==> src/rtl/pata_strobe_pkg.sv <==
package pata_strobe_pkg;
   localparam int WORD_W  = 32;
   localparam int SET_W   = 3;
   localparam int ACT_W   = 5;
   localparam int REC_W   = 4;
   localparam int CNT_W   = ACT_W;
   localparam int FLAG_W  = 4;

   // field positions that the sequencer depends on
   localparam int D_REC_LSB  = 0;
   localparam int D_ACT_LSB  = 4;
   localparam int T_REC_LSB  = 9;
   localparam int T_ACT_LSB  = 13;
   localparam int D_SET_LSB  = 22;
   localparam int T_SET_LSB  = 25;
   localparam int FLAG_LSB   = 28;

   typedef struct packed {
      logic [SET_W-1:0] setup;
      logic [ACT_W-1:0] active;
      logic [REC_W-1:0] recover;
   } strobe_time_t;

   typedef enum logic [1:0] {
      PH_IDLE   = 2'd0,
      PH_SETUP  = 2'd1,
      PH_ACTIVE = 2'd2,
      PH_RECOV  = 2'd3
   } phase_e;
endpackage

==> src/rtl/pata_cfg_bank.sv <==
module pata_cfg_bank
   import pata_strobe_pkg::*;
#(
   parameter int NUM_WORDS = 4,
   parameter int IDX_W     = 2
) (
   input  logic              clk,
   input  logic              rst,
   input  logic              we,
   input  logic [IDX_W-1:0]  widx,
   input  logic [WORD_W-1:0] wdata,
   input  logic [IDX_W-1:0]  ridx,
   output logic [WORD_W-1:0] rword
);
   logic [WORD_W-1:0] words [NUM_WORDS];

   for (genvar gi = 0; gi < NUM_WORDS; gi++) begin : g_word
      always_ff @(posedge clk) begin
         if (rst)
            words[gi] <= '0;
         else if (we && (widx == IDX_W'(gi)))
            words[gi] <= wdata;
      end
   end

   always_comb begin
      rword = '0;
      for (int i = 0; i < NUM_WORDS; i++)
         if (ridx == IDX_W'(i)) rword = words[i];
   end
endmodule

==> src/rtl/pata_field_sel.sv <==
module pata_field_sel
   import pata_strobe_pkg::*;
(
   input  logic [WORD_W-1:0] word,
   input  logic              taskfile,
   input  logic              first,
   output strobe_time_t      tsel
);
   logic [SET_W-1:0] set_fld;
   logic [3:0]       unused_bits;

   assign unused_bits = word[21:18];

   always_comb begin
      if (taskfile) begin
         set_fld      = word[T_SET_LSB +: SET_W];
         tsel.active  = word[T_ACT_LSB +: ACT_W];
         tsel.recover = word[T_REC_LSB +: REC_W];
      end else begin
         set_fld      = word[D_SET_LSB +: SET_W];
         tsel.active  = word[D_ACT_LSB +: ACT_W];
         tsel.recover = word[D_REC_LSB +: REC_W];
      end
      tsel.setup = first ? set_fld : '0;
   end
endmodule

==> src/rtl/pata_phase_seq.sv <==
module pata_phase_seq
   import pata_strobe_pkg::*;
(
   input  logic         clk,
   input  logic         rst,
   input  logic         start,
   input  logic         wr_in,
   input  strobe_time_t tin,
   output logic         ready,
   output logic         rd_n,
   output logic         wr_n,
   output logic         done
);
   phase_e             phase;
   logic [CNT_W-1:0]   cnt;
   logic [REC_W-1:0]   rec_q;
   logic [ACT_W-1:0]   act_q;
   logic               wr_q;

   always_ff @(posedge clk) begin
      if (rst) begin
         phase <= PH_IDLE;
         cnt   <= '0;
         rec_q <= '0;
         act_q <= '0;
         wr_q  <= 1'b0;
         done  <= 1'b0;
      end else begin
         done <= 1'b0;
         unique case (phase)
            PH_IDLE: if (start) begin
               wr_q  <= wr_in;
               act_q <= tin.active;
               rec_q <= tin.recover;
               if (tin.setup != '0) begin
                  phase <= PH_SETUP;
                  cnt   <= CNT_W'(tin.setup) - CNT_W'(1);
               end else begin
                  phase <= PH_ACTIVE;
                  cnt   <= CNT_W'(tin.active);
               end
            end
            PH_SETUP: if (cnt == '0) begin
               phase <= PH_ACTIVE;
               cnt   <= CNT_W'(act_q);
            end else cnt <= cnt - CNT_W'(1);
            PH_ACTIVE: if (cnt == '0) begin
               phase <= PH_RECOV;
               cnt   <= CNT_W'(rec_q);
            end else cnt <= cnt - CNT_W'(1);
            PH_RECOV: if (cnt == '0) begin
               phase <= PH_IDLE;
               done  <= 1'b1;
            end else cnt <= cnt - CNT_W'(1);
            default: phase <= PH_IDLE;
         endcase
      end
   end

   assign ready = (phase == PH_IDLE);
   assign rd_n  = !((phase == PH_ACTIVE) && !wr_q);
   assign wr_n  = !((phase == PH_ACTIVE) &&  wr_q);
endmodule

==> src/rtl/pata_strobe_timer.sv <==
module pata_strobe_timer
   import pata_strobe_pkg::*;
#(
   parameter int NUM_CHAN = 2,
   parameter int NUM_DEV  = 2,
   parameter int CHAN_W   = (NUM_CHAN > 1) ? $clog2(NUM_CHAN) : 1,
   parameter int DEV_W    = (NUM_DEV  > 1) ? $clog2(NUM_DEV)  : 1
) (
   input  logic              clk,
   input  logic              rst,
   input  logic              cfg_we,
   input  logic [CHAN_W-1:0] cfg_chan,
   input  logic [DEV_W-1:0]  cfg_dev,
   input  logic [WORD_W-1:0] cfg_wdata,
   input  logic              req_valid,
   output logic              req_ready,
   input  logic [CHAN_W-1:0] req_chan,
   input  logic [DEV_W-1:0]  req_dev,
   input  logic              req_write,
   input  logic              req_taskfile,
   input  logic              req_first,
   output logic              rd_n,
   output logic              wr_n,
   output logic              done,
   output logic [FLAG_W-1:0] mode_flags
);
   localparam int NUM_WORDS = NUM_CHAN * NUM_DEV;
   localparam int IDX_W     = (NUM_WORDS > 1) ? $clog2(NUM_WORDS) : 1;

   if (NUM_CHAN < 1 || NUM_DEV < 1) begin : g_bad_count
      $error("pata_strobe_timer: channel and device counts must be at least 1");
   end
   if (NUM_WORDS > 64) begin : g_bad_size
      $error("pata_strobe_timer: too many timing words");
   end

   logic [IDX_W-1:0]  widx, ridx;
   logic [WORD_W-1:0] rword;
   strobe_time_t      tsel;
   logic              accept;

   assign widx   = IDX_W'(cfg_dev) + IDX_W'(NUM_DEV) * IDX_W'(cfg_chan);
   assign ridx   = IDX_W'(req_dev) + IDX_W'(NUM_DEV) * IDX_W'(req_chan);
   assign accept = req_valid && req_ready;

   pata_cfg_bank #(.NUM_WORDS(NUM_WORDS), .IDX_W(IDX_W)) u_bank (
      .clk   (clk),
      .rst   (rst),
      .we    (cfg_we),
      .widx  (widx),
      .wdata (cfg_wdata),
      .ridx  (ridx),
      .rword (rword)
   );

   pata_field_sel u_sel (
      .word     (rword),
      .taskfile (req_taskfile),
      .first    (req_first),
      .tsel     (tsel)
   );

   pata_phase_seq u_seq (
      .clk   (clk),
      .rst   (rst),
      .start (accept),
      .wr_in (req_write),
      .tin   (tsel),
      .ready (req_ready),
      .rd_n  (rd_n),
      .wr_n  (wr_n),
      .done  (done)
   );

   assign mode_flags = rword[FLAG_LSB +: FLAG_W];
endmodule

==> config.mk <==
export PLATFORM = sky130hd
export DESIGN_NAME = pata_strobe_timer
export DESIGN_NICKNAME = d
export VERILOG_FILES = /design/src/rtl/pata_strobe_pkg.sv /design/src/rtl/pata_cfg_bank.sv /design/src/rtl/pata_field_sel.sv /design/src/rtl/pata_phase_seq.sv /design/src/rtl/pata_strobe_timer.sv
export SDC_FILE = /design/constraint.sdc
export NUM_CORES = 1
export LEC_CHECK = 0
export BUFFER_PORTS_ARGS = -buffer_cell sky130_fd_sc_hd__buf_4
export CAP_MARGIN = 25
export CORE_UTILIZATION = 50
export DETAILED_ROUTE_END_ITERATION = 7
export GPL_TIMING_DRIVEN = 0
export PLACE_DENSITY = 0.81
export SYNTH_ARGS = -nofsm -noshare
export SYNTH_HDL_FRONTEND = slang
export SYNTH_SLANG_ARGS = --single-unit
==> constraint.sdc <==
create_clock -name clk -period 2.86 [get_ports clk]
set_input_delay 0.715 -clock clk [delete_from_list [all_inputs] [get_ports clk]]
set_output_delay 0.715 -clock clk [all_outputs]
set_load 0.03 [all_outputs]
==> results of run 1 <==
final cells by class:
cell class,count,area [sq um],share of cell area [%]
sequential,130,3720,50.8
multi-input combinational,266,2270,31.0
clock buffer,18,429,5.86
timing repair buffer,49,393,5.36
clock inverter,14,201,2.75
tap,143,179,2.44
buffer,20,100,1.37
inverter,9,33.8,0.461
worst max-delay path, stage by stage:
cell and delay (ns):
buf_4 0.10, buf_6 0.18, buf_6 0.31, mux4_2 0.54, buf_4 0.18
synthesized netlist by cell type (2+ instances only):
library cell and instances:
o21bai_1 6, or3_1 2, a211oi_1 9, inv_1 9, mux2i_1 14, nor2b_1 3, nand2_1 12, nand2b_1 6
a21oi_1 6, a22oi_1 5, buf_2 5, a21oi_2 2, buf_6 2, mux4_2 27, clkbuf_1 14, edfxtp_1 112
ha_1 8, nand3_1 2, xnor2_1 2, dfxtp_1 18, nor2_1 15, a31oi_1 2, nor3_1 4, and2_1 114
o21ai_0 5, nand3b_1 2
layout by cell type, fill, tap and decap left out, drive strengths merged, types with 9 or more instances in the layout:
| cell | synthesis | layout |
|---|---|---|
| and2 | 114 | 114 |
| edfxtp | 112 | 112 |
| buf | 8 | 55 |
| clkbuf | 14 | 32 |
| mux4 | 27 | 27 |
| dfxtp | 18 | 18 |
| nor2 | 15 | 15 |
| mux2i | 14 | 14 |
| inv | 9 | 14 |
| nand2 | 12 | 12 |
| a211oi | 9 | 9 |
stage by stage:
stage	hold slack, ns	setup TNS (ns)	instance area, sq um	cells	total power (W)
2_1_floorplan	0.466	0	6080	427	0.00319
3_3_place_gp	0.482	-94.67	6600	615	0.00352
3_5_place_dp	0.487	-2.63	6700	619	0.00355
4_1_cts	0.495	0	7330	650	0.00586
5_1_grt	0.517	0	7330	649	0.00607
6_report	0.496	0	7330	649	0.00585
power by group:
part | internal, W | leakage (nW) | switching [W]
clock | 0.00147 | 0.298 | 0.000859
combinational | 0.000485 | 1.17 | 0.000677
sequential | 0.00226 | 1.25 | 0.0000941
total | 0.00422 | 2.72 | 0.00163
layer usage:
layer  up-vias  global-route usage [%]  routed length [microns]
met2       114                    38.9                     6760
met1      1856                    28.1                     5470
met4         0                    10.3                      370
met5         -                       0                        0
met3        32                    4.48                      564
li1       1729                       -                        -
worst paths after layout:
check / startpoint / end / slack, ns / cells past startpoint
setup / recovery: req_dev / mode_flags[2] / 0.09 / 5
hold / removal: u_seq.phase[0] / u_seq.phase[0] / 0.50 / 2
setup reg to reg: u_bank.words[3][25] / u_seq.cnt[0] / 0.48 / 7
hold reg to reg: u_seq.phase[0] / u_seq.phase[0] / 0.50 / 2
sequential cells by signal, summed over array words and instances, names as in the netlist:
| signal | cells |
|---|---|
| u_bank.words | 112 |
| u_seq.act_q | 5 |
| u_seq.cnt | 5 |
| u_seq.done | 1 |
| u_seq.phase | 2 |
| u_seq.rec_q | 4 |
| u_seq.wr_q | 1 |
logic make-up (layout without fill, tap and decap cells):
logic type      Yosys count  in the layout  share of synthesized area [%]
simple gates            166            166                           16.0
flops                   130            130                           61.2
compound gates           49             49                           6.19
mux                      41             41                           12.3
buf+inv                  31            110                           2.32
fa+ha+maj                 8              8                           1.65
xor+xnor                  2              2                          0.288
repair_timing:
action | 4_1_cts | 5_1_grt
hold buffers | 0 | 0
resized for setup | 3 | 1
setup endpoints to repair | 6 | 5
==> metrics.md, run 1 <==
| Metric | Value |
|---|---|
| Initial core utilization | `52.4%` |
| Tot GR Track Use | `22.7%` |
| H-tree levels | `4` |
| Cell Rows | `39` |
| # nets final | `544` |
| Yosys reg bits | `130` |
| Clock period minus worst slack | `2.77 ns` |
| Worst slack at placement | `-0.559 ns` |
| GPL Wtd Cong | `0.903` |
| Drt drc | `3` |
| Endpoints failing setup | `0` |
| DPL Wire Length | `8690 microns` |
| Die span in x | `112 microns` |
| P per Cell Area | `798 nW/um^2` |
| Maximum VDD drop | `0.594 mV` |
| Share of post-route cells with drive strength above 1 | `24.7%` |
| Via density | `5.75` |
| Final Util | `63.1%` |
| Vias in the first global route | `3806` |
| CTS tree | `yes` |
| HP Class | `reg2reg` |
| Clock Latency Late Sink | `0.43 ns` |
| Crit start category | `input port` |
| Synth Net Count | `478` |
| Period utilisation layout | `96.8%` |
| Ys flop type | `edfxtp_1` |
| Hold Vio Cnt, Final | `0` |
| Clk sinks | `130` |
| Final clock skew | `0.00840 ns` |
| WL final | `13200 microns` |
| Crit path arrival time | `2.05 ns` |
| DIE AREA | `12600 sq um` |
| Syn Inst Count | `427` |
| Pins Over Slew Limit | `0` |
| Core ar. | `11600 sq um` |
| Via Count | `3731` |
| Area delta synth->final | `20.5%` |
| WP data required | `2.14 ns` |
| Clock Path Buffers | `2` |
| Status | `finished, violations left` |
| Worst slew pin tran | `0.961 ns` |
| Kind of critical path | `in2out` |
| Die height | `112 microns` |
| Synth area leader | `edfxtp_1` |
| Nature of the critical path endpoint | `output pin` |
| Yosys Warn Count | `0` |
| Port-buffer cells | `45` |
| Fillers | `825` |
| First-pass DRT Iterations | `6` |
| # Post-CTS Setup Buffers | `0` |
| Routed Antenna Nets | `0` |
| Post-Syn Area | `6080 sq um` |
| 1st-iter DRT viols | `274` |
| Global-route wire length before repair | `20600 microns` |
| Seq/Total Area, Yosys | `61.2%` |
| Diode count | `0` |
| Routed len/inst | `20.3 microns` |
| Setup ws final | `0.0928 ns` |
| Post-synth EDFFs | `112` |
| Slew HR | `35.8%` |
| Yosys top cell area share | `55.3%` |
| Io pins | `51` |
| Total grt overflow | `0` |
| Crit-path max FO | `19` |
| Leak Pwr | `2.72 nW` |
| Max cap viols | `0` |
| Reg clk slew, reported paths | `0.05 ns` |
| Root Driver | `clkbuf_16` |
| Asr flop ratio synth | `0%` |
| Failing checks | `DRC` |
| Fmax | `361 MHz` |
| Post-Syn Area per Cell | `14.2 sq um` |
| Synth cell types | `47` |
| CTS Buf Count | `17` |
| Largest cells by area after synthesis | `edfxtp_1, and2_1, mux4_2` |
| Largest net degree at the start of global routing | `29` |
| RSZ-0062 raised after global routing | `false` |
| Initial antenna violation count | `0` |
Note: power is estimated with default switching activity, not from simulation.
==> inputs of run 2 (changes only) <==
--- a/config.mk
+++ b/config.mk
@@ -7,6 +7,7 @@
 export LEC_CHECK = 0
 export BUFFER_PORTS_ARGS = -buffer_cell sky130_fd_sc_hd__buf_4
 export CAP_MARGIN = 25
+export CORE_ASPECT_RATIO = 2
 export CORE_UTILIZATION = 50
 export DETAILED_ROUTE_END_ITERATION = 7
 export GPL_TIMING_DRIVEN = 0
==> run 2 against run 1 <==
Net effect:
- the run now ends clean
- setup slack improved by 0.016 ns
- die area is 0.21% higher
- core utilization is 0.20 points lower
- combinational power rose by 5%
- sequential share of layout area decreased by 0.52 points
==> metrics.md, run 2 (synthesis results as in run 1) <==
| Metric | Value |
|---|---|
| Final Util | `62.9% (-0.20 points)` |
| Crit path arrival time | `2.04 ns (about the same)` |
| Commonest cells after routing, fill and taps aside | `and2_1, edfxtp_1, buf_4` |
| Total grt overflow | `0 (unchanged)` |
| Global-route wire length before repair | `21300 microns (+3.4%)` |
| Largest net degree at the start of global routing | `20 (-31%)` |
| Io pins | `51 (unchanged)` |
| Most common cell after layout, fill and taps aside | `and2_1` |
| Share of post-route cells with drive strength above 1 | `24.8% (+0.10 points)` |
| Fmax | `363 MHz (+0.57%)` |
| WP data required | `2.14 ns (about the same)` |
| Fillers | `825 (unchanged)` |
| Crit-path max FO | `19 (unchanged)` |
| Fin cells | `653 (+0.62%)` |
| Clock period minus worst slack | `2.75 ns (-0.0157 ns)` |
| Drt drc | `0 (-3)` |
| First-pass DRT Iterations | `5 (-1)` |
| Port-buffer cells | `45 (unchanged)` |
| CP Cell Sequence | `buf_4, buf_6, buf_6, mux4_2, buf_4` |
| Root Driver | `clkbuf_16` |
| Area of the multi-input gates | `2260 sq um (-0.22%)` |
| DPL Wire Length | `9380 microns (+7.9%)` |
| Tot GR Track Use | `24.1% (+1.4 points)` |
| Hold Vio Cnt, Final | `0 (unchanged)` |
| Flip-flop and latch area | `3720 sq um (unchanged)` |
| Final hold slack | `0.506 ns (+0.00994 ns)` |
| Area delta synth->final | `21.8%` |
| Worst slack at placement | `-0.539 ns (+0.0200 ns)` |
| Reg clk slew, reported paths | `0.06 ns (about the same)` |
| RSZ-0062 raised after global routing | `false` |
| CTS tree | `yes` |
| Biggest register | `u_bank.words` |
| HP Class | `reg2reg` |
| Delay of the slowest cell on the worst path | `0.56 ns (+0.02 ns)` |
| Hold-fix buffer count after cts | `0 (unchanged)` |
| Endpoints failing setup | `0 (unchanged)` |
| Largest register FFs | `112 (unchanged)` |
| Pins Over Slew Limit | `0 (unchanged)` |
| Kind of critical path | `in2out` |
| Crit path max-delay family | `buffers and inverters` |
| Vias in the first global route | `4007 (+5.3%)` |
| Nature of the critical path endpoint | `output pin` |
| Leak Pwr | `2.76 nW (+1.4%)` |
| CP Buf/Inv Count | `4 (unchanged)` |
| Clock Latency Late Sink | `0.42 ns (about the same)` |
| Core ar. | `11800 sq um (+1.4%)` |
| Max cap viols | `0 (unchanged)` |
| Worst slew pin tran | `0.761 ns (-0.199 ns)` |
| Post-Place Cells | `623 (+0.65%)` |
| WL final | `13900 microns (+5.6%)` |
| GPL Wtd Cong | `0.949 (+5.1%)` |
| Diode count | `0 (unchanged)` |
| H-tree levels | `4 (unchanged)` |
| Status | `complete, no violations` |
| Initial antenna violation count | `0 (unchanged)` |
| Period utilisation layout | `96.2% (-0.55 points)` |
| Clk sinks | `130 (unchanged)` |
| 1st-iter DRT viols | `179 (-35%)` |
| # nets final | `546 (+0.37%)` |
| Clock Path Buffers | `2 (unchanged)` |
| Cell Rows | `56 (+44%)` |
| Die span in x | `80.0 microns (-29%)` |
| Routed len/inst | `21.3 microns (+5.0%)` |
| P per Cell Area | `802 nW/um^2 (+0.53%)` |
| Final clock skew | `0.0106 ns (+0.00221 ns)` |
| Registers with the most flip-flops | `u_bank.words: 112 flops, u_seq.act_q: 5 flops, u_seq.cnt: 5 flops` |
| Maximum VDD drop | `0.527 mV (-11%)` |
| Crit start category | `input port` |
| Setup ws final | `0.109 ns (+0.0157 ns)` |
| Slew HR | `48.5% (+13 points)` |
| Routed Antenna Nets | `0 (unchanged)` |
| CTS Buf Count | `17 (unchanged)` |
| Initial core utilization | `51.7% (-0.70 points)` |
| Critical path's slowest cell | `mux4_2` |
| Via Count | `3851 (+3.2%)` |
| Via density | `5.90 (+2.6%)` |
| Die height | `158 microns (+41%)` |
| DIE AREA | `12600 sq um (+0.21%)` |
-- run 2: cell count changes in the layout (fill, tap and decap cells not counted), moves of 2 or more --
cell      delta
buf_12       -2
buf_16       +4
inv_6        -3
clkinv_2     +2
-- run 2: layout make-up --
class	instances	area share, %
Sequential cell	130	50.3
Multi-Input combinational cell	266	30.6
Timing Repair Buffer	51	6.22
Clock buffer	19	5.85
Clock inverter	13	2.82
Tap cell	145	2.45
Buffer	20	1.35
Inverter	9	0.456
-- run 2: report_power, final --
part / internal, W / switching [W] / total (W)
logic: 0.000499 / 0.000720 / 0.00122
clock network: 0.00155 / 0.000811 / 0.00236
registers: 0.00226 / 0.000102 / 0.00236
-- run 2: path summary, 6_finish.rpt --
path                                           from              to  slack [ns]  cells past startpoint
worst max-delay path                        req_dev   mode_flags[1]        0.11                      5
worst min-delay path                 u_seq.phase[0]  u_seq.phase[0]        0.51                      2
worst max register to register  u_bank.words[3][23]    u_seq.cnt[0]        0.47                      7
worst min register to register       u_seq.phase[0]  u_seq.phase[0]        0.51                      2
-- run 2: worst reg2reg max path, delay by kind of cell (launching register included) --
kind                       cells  cell delay, ns
AOI/OAI and AO/OA              3            0.88
adders and majority gates      1            0.35
muxes                          2            0.63
DFF                            1            0.35
buffers and inverters          1            0.08
-- run 2: what timing repair did --
action,4_1_cts,5_1_grt
setup endpoints to repair,6,0
resized for setup,3,0
buffers inserted,0,0
endpoints found under the hold margin,0,0
-- run 2: routing by layer --
| layer | share of wire [%] | up-vias | GRT usage [%] |
|---|---|---|---|
| li1 | - | 1727 | - |
| met1 | 34 | 1930 | 25.5 |
| met2 | 57 | 152 | 43.4 |
| met3 | 5.0 | 42 | 4.67 |
| met4 | 3.8 | 0 | 13.9 |
| met5 | 0 | - | 0 |
-- run 2: per-stage QoR --
| step | instance area, sq um | setup TNS, ns | power (W) |
|---|---|---|---|
| 2_1_floorplan | 6080 | 0 | 0.00319 |
| 4_1_cts | 7410 | 0 | 0.00594 |
| 5_1_grt | 7410 | 0 | 0.00614 |
| 3_5_place_dp | 6770 | -2.85 | 0.00359 |
| 6_report | 7410 | 0 | 0.00594 |
| 3_3_place_gp | 6600 | -102.65 | 0.00351 |
==> inputs of run 3 (changes only) <==
--- a/config.mk
+++ b/config.mk
@@ -8,10 +8,11 @@
 export BUFFER_PORTS_ARGS = -buffer_cell sky130_fd_sc_hd__buf_4
 export CAP_MARGIN = 25
 export CORE_ASPECT_RATIO = 2
-export CORE_UTILIZATION = 50
+export CORE_UTILIZATION = 45
 export DETAILED_ROUTE_END_ITERATION = 7
 export GPL_TIMING_DRIVEN = 0
-export PLACE_DENSITY = 0.81
+export PLACE_DENSITY = 0.73
+export SLEW_MARGIN = 10
 export SYNTH_ARGS = -nofsm -noshare
 export SYNTH_HDL_FRONTEND = slang
 export SYNTH_SLANG_ARGS = --single-unit
==> constraint.sdc (replaced) <==
create_clock -name clk -period 3.15 [get_ports clk]
set_input_delay 0.7875 -clock clk [delete_from_list [all_inputs] [get_ports clk]]
set_output_delay 0.7875 -clock clk [all_outputs]
set_load 0.03 [all_outputs]
==> run 3 against run 2 <==
Net effect:
- the flow now finishes with violations (DRC)
- clock power is 13% lower
- register-to-register slack better by 0.19 ns
- non-clock buffer count is 1 higher
- total power is 11% lower
- highest routed layer unchanged
==> metrics.md, run 3 (synthesis results as in run 1) <==
| Metric | Value |
|---|---|
| Status | `finished, violations left` |
| Failing checks | `DRC` |
| Crit start category | `input port` |
| 1st-iter DRT viols | `188 (+5.0%)` |
| Maximum VDD drop | `0.512 mV (-2.9%)` |
| Reg power frac | `40.5% (+0.7 points)` |
| CP Buf/Inv Count | `5 (+1)` |
| Delay of the slowest cell on the worst path | `0.34 ns (-0.22 ns)` |
| Routed len/inst | `20.6 microns (-3.0%)` |
| Crit path top cell by count | `buf_4` |
| Kind of critical path | `in2out` |
| Critical path's slowest cell | `mux4_2` |
| Pins Over Slew Limit | `0 (unchanged)` |
| Initial core utilization | `46.5% (-5.1 points)` |
| Area delta synth->final | `21.6%` |
| Setup ws final | `0.119 ns (+0.0107 ns)` |
| RSZ-0062 raised after global routing | `false` |
| Tot Pwr | `0.00529 W (-11%)` |
| Reg2reg setup slack | `0.66 ns (+0.19 ns)` |
| Crit path max-delay family | `buffers and inverters` |
| Sw Pwr | `0.00146 W (-10%)` |
| Nature of the critical path endpoint | `output pin` |
| CP Depth | `6 (+1)` |
| Pint | `0.00382 W (-11%)` |
| DPL Wire Length | `9760 microns (+4.1%)` |
| Io pins | `51 (unchanged)` |
| Clock period minus worst slack | `3.03 ns` |
| CTS Buf Count | `17 (unchanged)` |
| Post-Place Cells | `630 (+1.1%)` |
| Routed wl met2 | `7750 microns (-1.8%)` |
| WL final | `13600 microns (-1.9%)` |
| Max layer used | `met4` |
| CP Cell Sequence | `buf_4, buf_2, buf_4, clkbuf_4, mux4_2, buf_4` |
| GPL Wtd Cong | `0.850 (-10%)` |
| Die height | `166 microns (+5.3%)` |
| Most common cell after layout, fill and taps aside | `and2_1` |
| Tot GR Track Use | `21.3% (-2.8 points)` |
| Fmax | `330 MHz` |
| R2R Path End | `u_seq.cnt[0]` |
| Largest register FFs | `112 (unchanged)` |
| Max cap viols | `0 (unchanged)` |
| Slew HR | `42.2% (-6.3 points)` |
| Final clock skew | `0.0113 ns (+0.000668 ns)` |
| Share of post-route cells with drive strength above 1 | `24.6% (-0.25 points)` |
| Via Count | `3725 (-3.3%)` |
| Registers with the most flip-flops | `u_bank.words: 112 flops, u_seq.act_q: 5 flops, u_seq.cnt: 5 flops` |
| Root Driver | `clkbuf_16` |
| Endpoints failing setup | `0 (unchanged)` |
| Total grt overflow | `0 (unchanged)` |
| Combinational share of power | `20.6% (about the same)` |
| CTS tree | `yes` |
| Hold-fix buffer count after cts | `0 (unchanged)` |
| Cell Rows | `59 (+5.4%)` |
| Diode count | `0 (unchanged)` |
| Hold Vio Cnt, Final | `0 (unchanged)` |
| Clock Latency Late Sink | `0.41 ns (about the same)` |
| # nets final | `547 (+0.18%)` |
| Clock Path Buffers | `2 (unchanged)` |
| Worst slack at placement | `-0.392 ns (+0.148 ns)` |
| Routed Antenna Nets | `0 (unchanged)` |
| Period utilisation layout | `96.2%` |
| H-tree levels | `4 (unchanged)` |
| P per Cell Area | `715 nW/um^2 (-11%)` |
| RR Startpoint | `u_bank.words[0][23]` |
| Fin cells | `661 (+1.2%)` |
| Core ar. | `13100 sq um (+11%)` |
| Largest net degree at the start of global routing | `20 (unchanged)` |
| Reg clk slew, reported paths | `0.05 ns (about the same)` |
| Crit path arrival time | `2.24 ns (+0.20 ns)` |
| Met3 wire length | `529 microns (-24%)` |
| Met1 wire length | `4780 microns (-0.33%)` |
| Worst slew pin tran | `0.854 ns (+0.0928 ns)` |
| Critical Path Source | `req_chan` |
| Vias in the first global route | `4080 (+1.8%)` |
| Final hold slack | `0.503 ns (-0.00311 ns)` |
| Initial antenna violation count | `0 (unchanged)` |
| Fillers | `1024 (+24%)` |
| Commonest cells after routing, fill and taps aside | `and2_1, edfxtp_1, buf_4` |
| Crit-path max FO | `10 (-9)` |
| TNS Setup | `0 ns (unchanged)` |
| First-pass DRT Iterations | `6 (+1)` |
| Clk sinks | `130 (unchanged)` |
| Leak Pwr | `2.75 nW (-0.42%)` |
| DIE AREA | `14000 sq um (+11%)` |
| Biggest register | `u_bank.words` |
| WP data required | `2.36 ns (+0.22 ns)` |
| CP Capture Point | `mode_flags[0]` |
| Port-buffer cells | `45 (unchanged)` |
| HP Class | `reg2reg` |
| Die span in x | `84.2 microns (+5.3%)` |
| Drt drc | `4 (+4)` |
| Via density | `5.64 (-4.4%)` |
| Global-route wire length before repair | `21800 microns (+2.1%)` |
| R2R cell count | `7 (unchanged)` |
| Clock Power Share | `38.9% (-0.8 points)` |
| # Post-CTS Setup Buffers | `0 (unchanged)` |
| Switching Fraction | `27.7% (+0.18 points)` |
[run 3: per-stage QoR]
stage / util [%] / instance area, sq um
2_1_floorplan: - / 6080
5_1_grt: 56.6 / 7400
6_report: 56.6 / 7400
4_1_cts: 56.6 / 7400
3_5_place_dp: 51.9 / 6780
3_3_place_gp: 50.6 / 6610
[run 3: final cells by class]
cell class / count / area, sq um / share of cell area [%]
repair buffers: 51 / 463 / 6.26
plain buffers: 21 / 105 / 1.42
clock buffers: 18 / 429 / 5.80
flip-flops and latches: 130 / 3720 / 50.3
multi-input cells: 266 / 2260 / 30.6
well taps: 152 / 190 / 2.57
clock inverters: 14 / 189 / 2.55
inverters: 9 / 33.8 / 0.457
[run 3: worst min path at each step]
stage / startpoint / endpoint / cells past startpoint
2_1_floorplan: u_seq.phase[0] / u_seq.phase[0] / 2
4_1_cts: u_seq.act_q[1] / u_seq.act_q[1] / 2
6_report: u_seq.rec_q[2] / u_seq.rec_q[2] / 2
3_5_place_dp: u_seq.act_q[1] / u_seq.act_q[1] / 2
3_3_place_gp: u_seq.phase[0] / u_seq.phase[0] / 2
5_1_grt: u_seq.act_q[3] / u_seq.act_q[3] / 2
[run 3: tightest hold or removal path, stage by stage (launching register included)]
cell	delay, ns
dfxtp_1	0.31
nor2_1	0.10
a211oi_1	0.05
[run 3: power by group through the flow]
stage	Combinational, W	Sequential [W]	Clock, W
after floorplan	0.000752	0.00215	0
after global placement	0.00104	0.00217	0
after detailed placement	0.00109	0.00217	0
after CTS	0.00110	0.00214	0.00207
after global routing	0.00120	0.00216	0.00214
final	0.00109	0.00214	0.00206
[run 3: layer usage]
metal,vias up,GRT usage [%]
met5,-,0
met1,1848,21.7
met2,112,39.2
met3,38,4.91
li1,1727,-
met4,0,11.8
[run 3: timing repair]
action | CTS | global route
endpoints found under the setup margin | 4 | 4
pin swaps | 0 | 0
gates resized for setup | 1 | 1
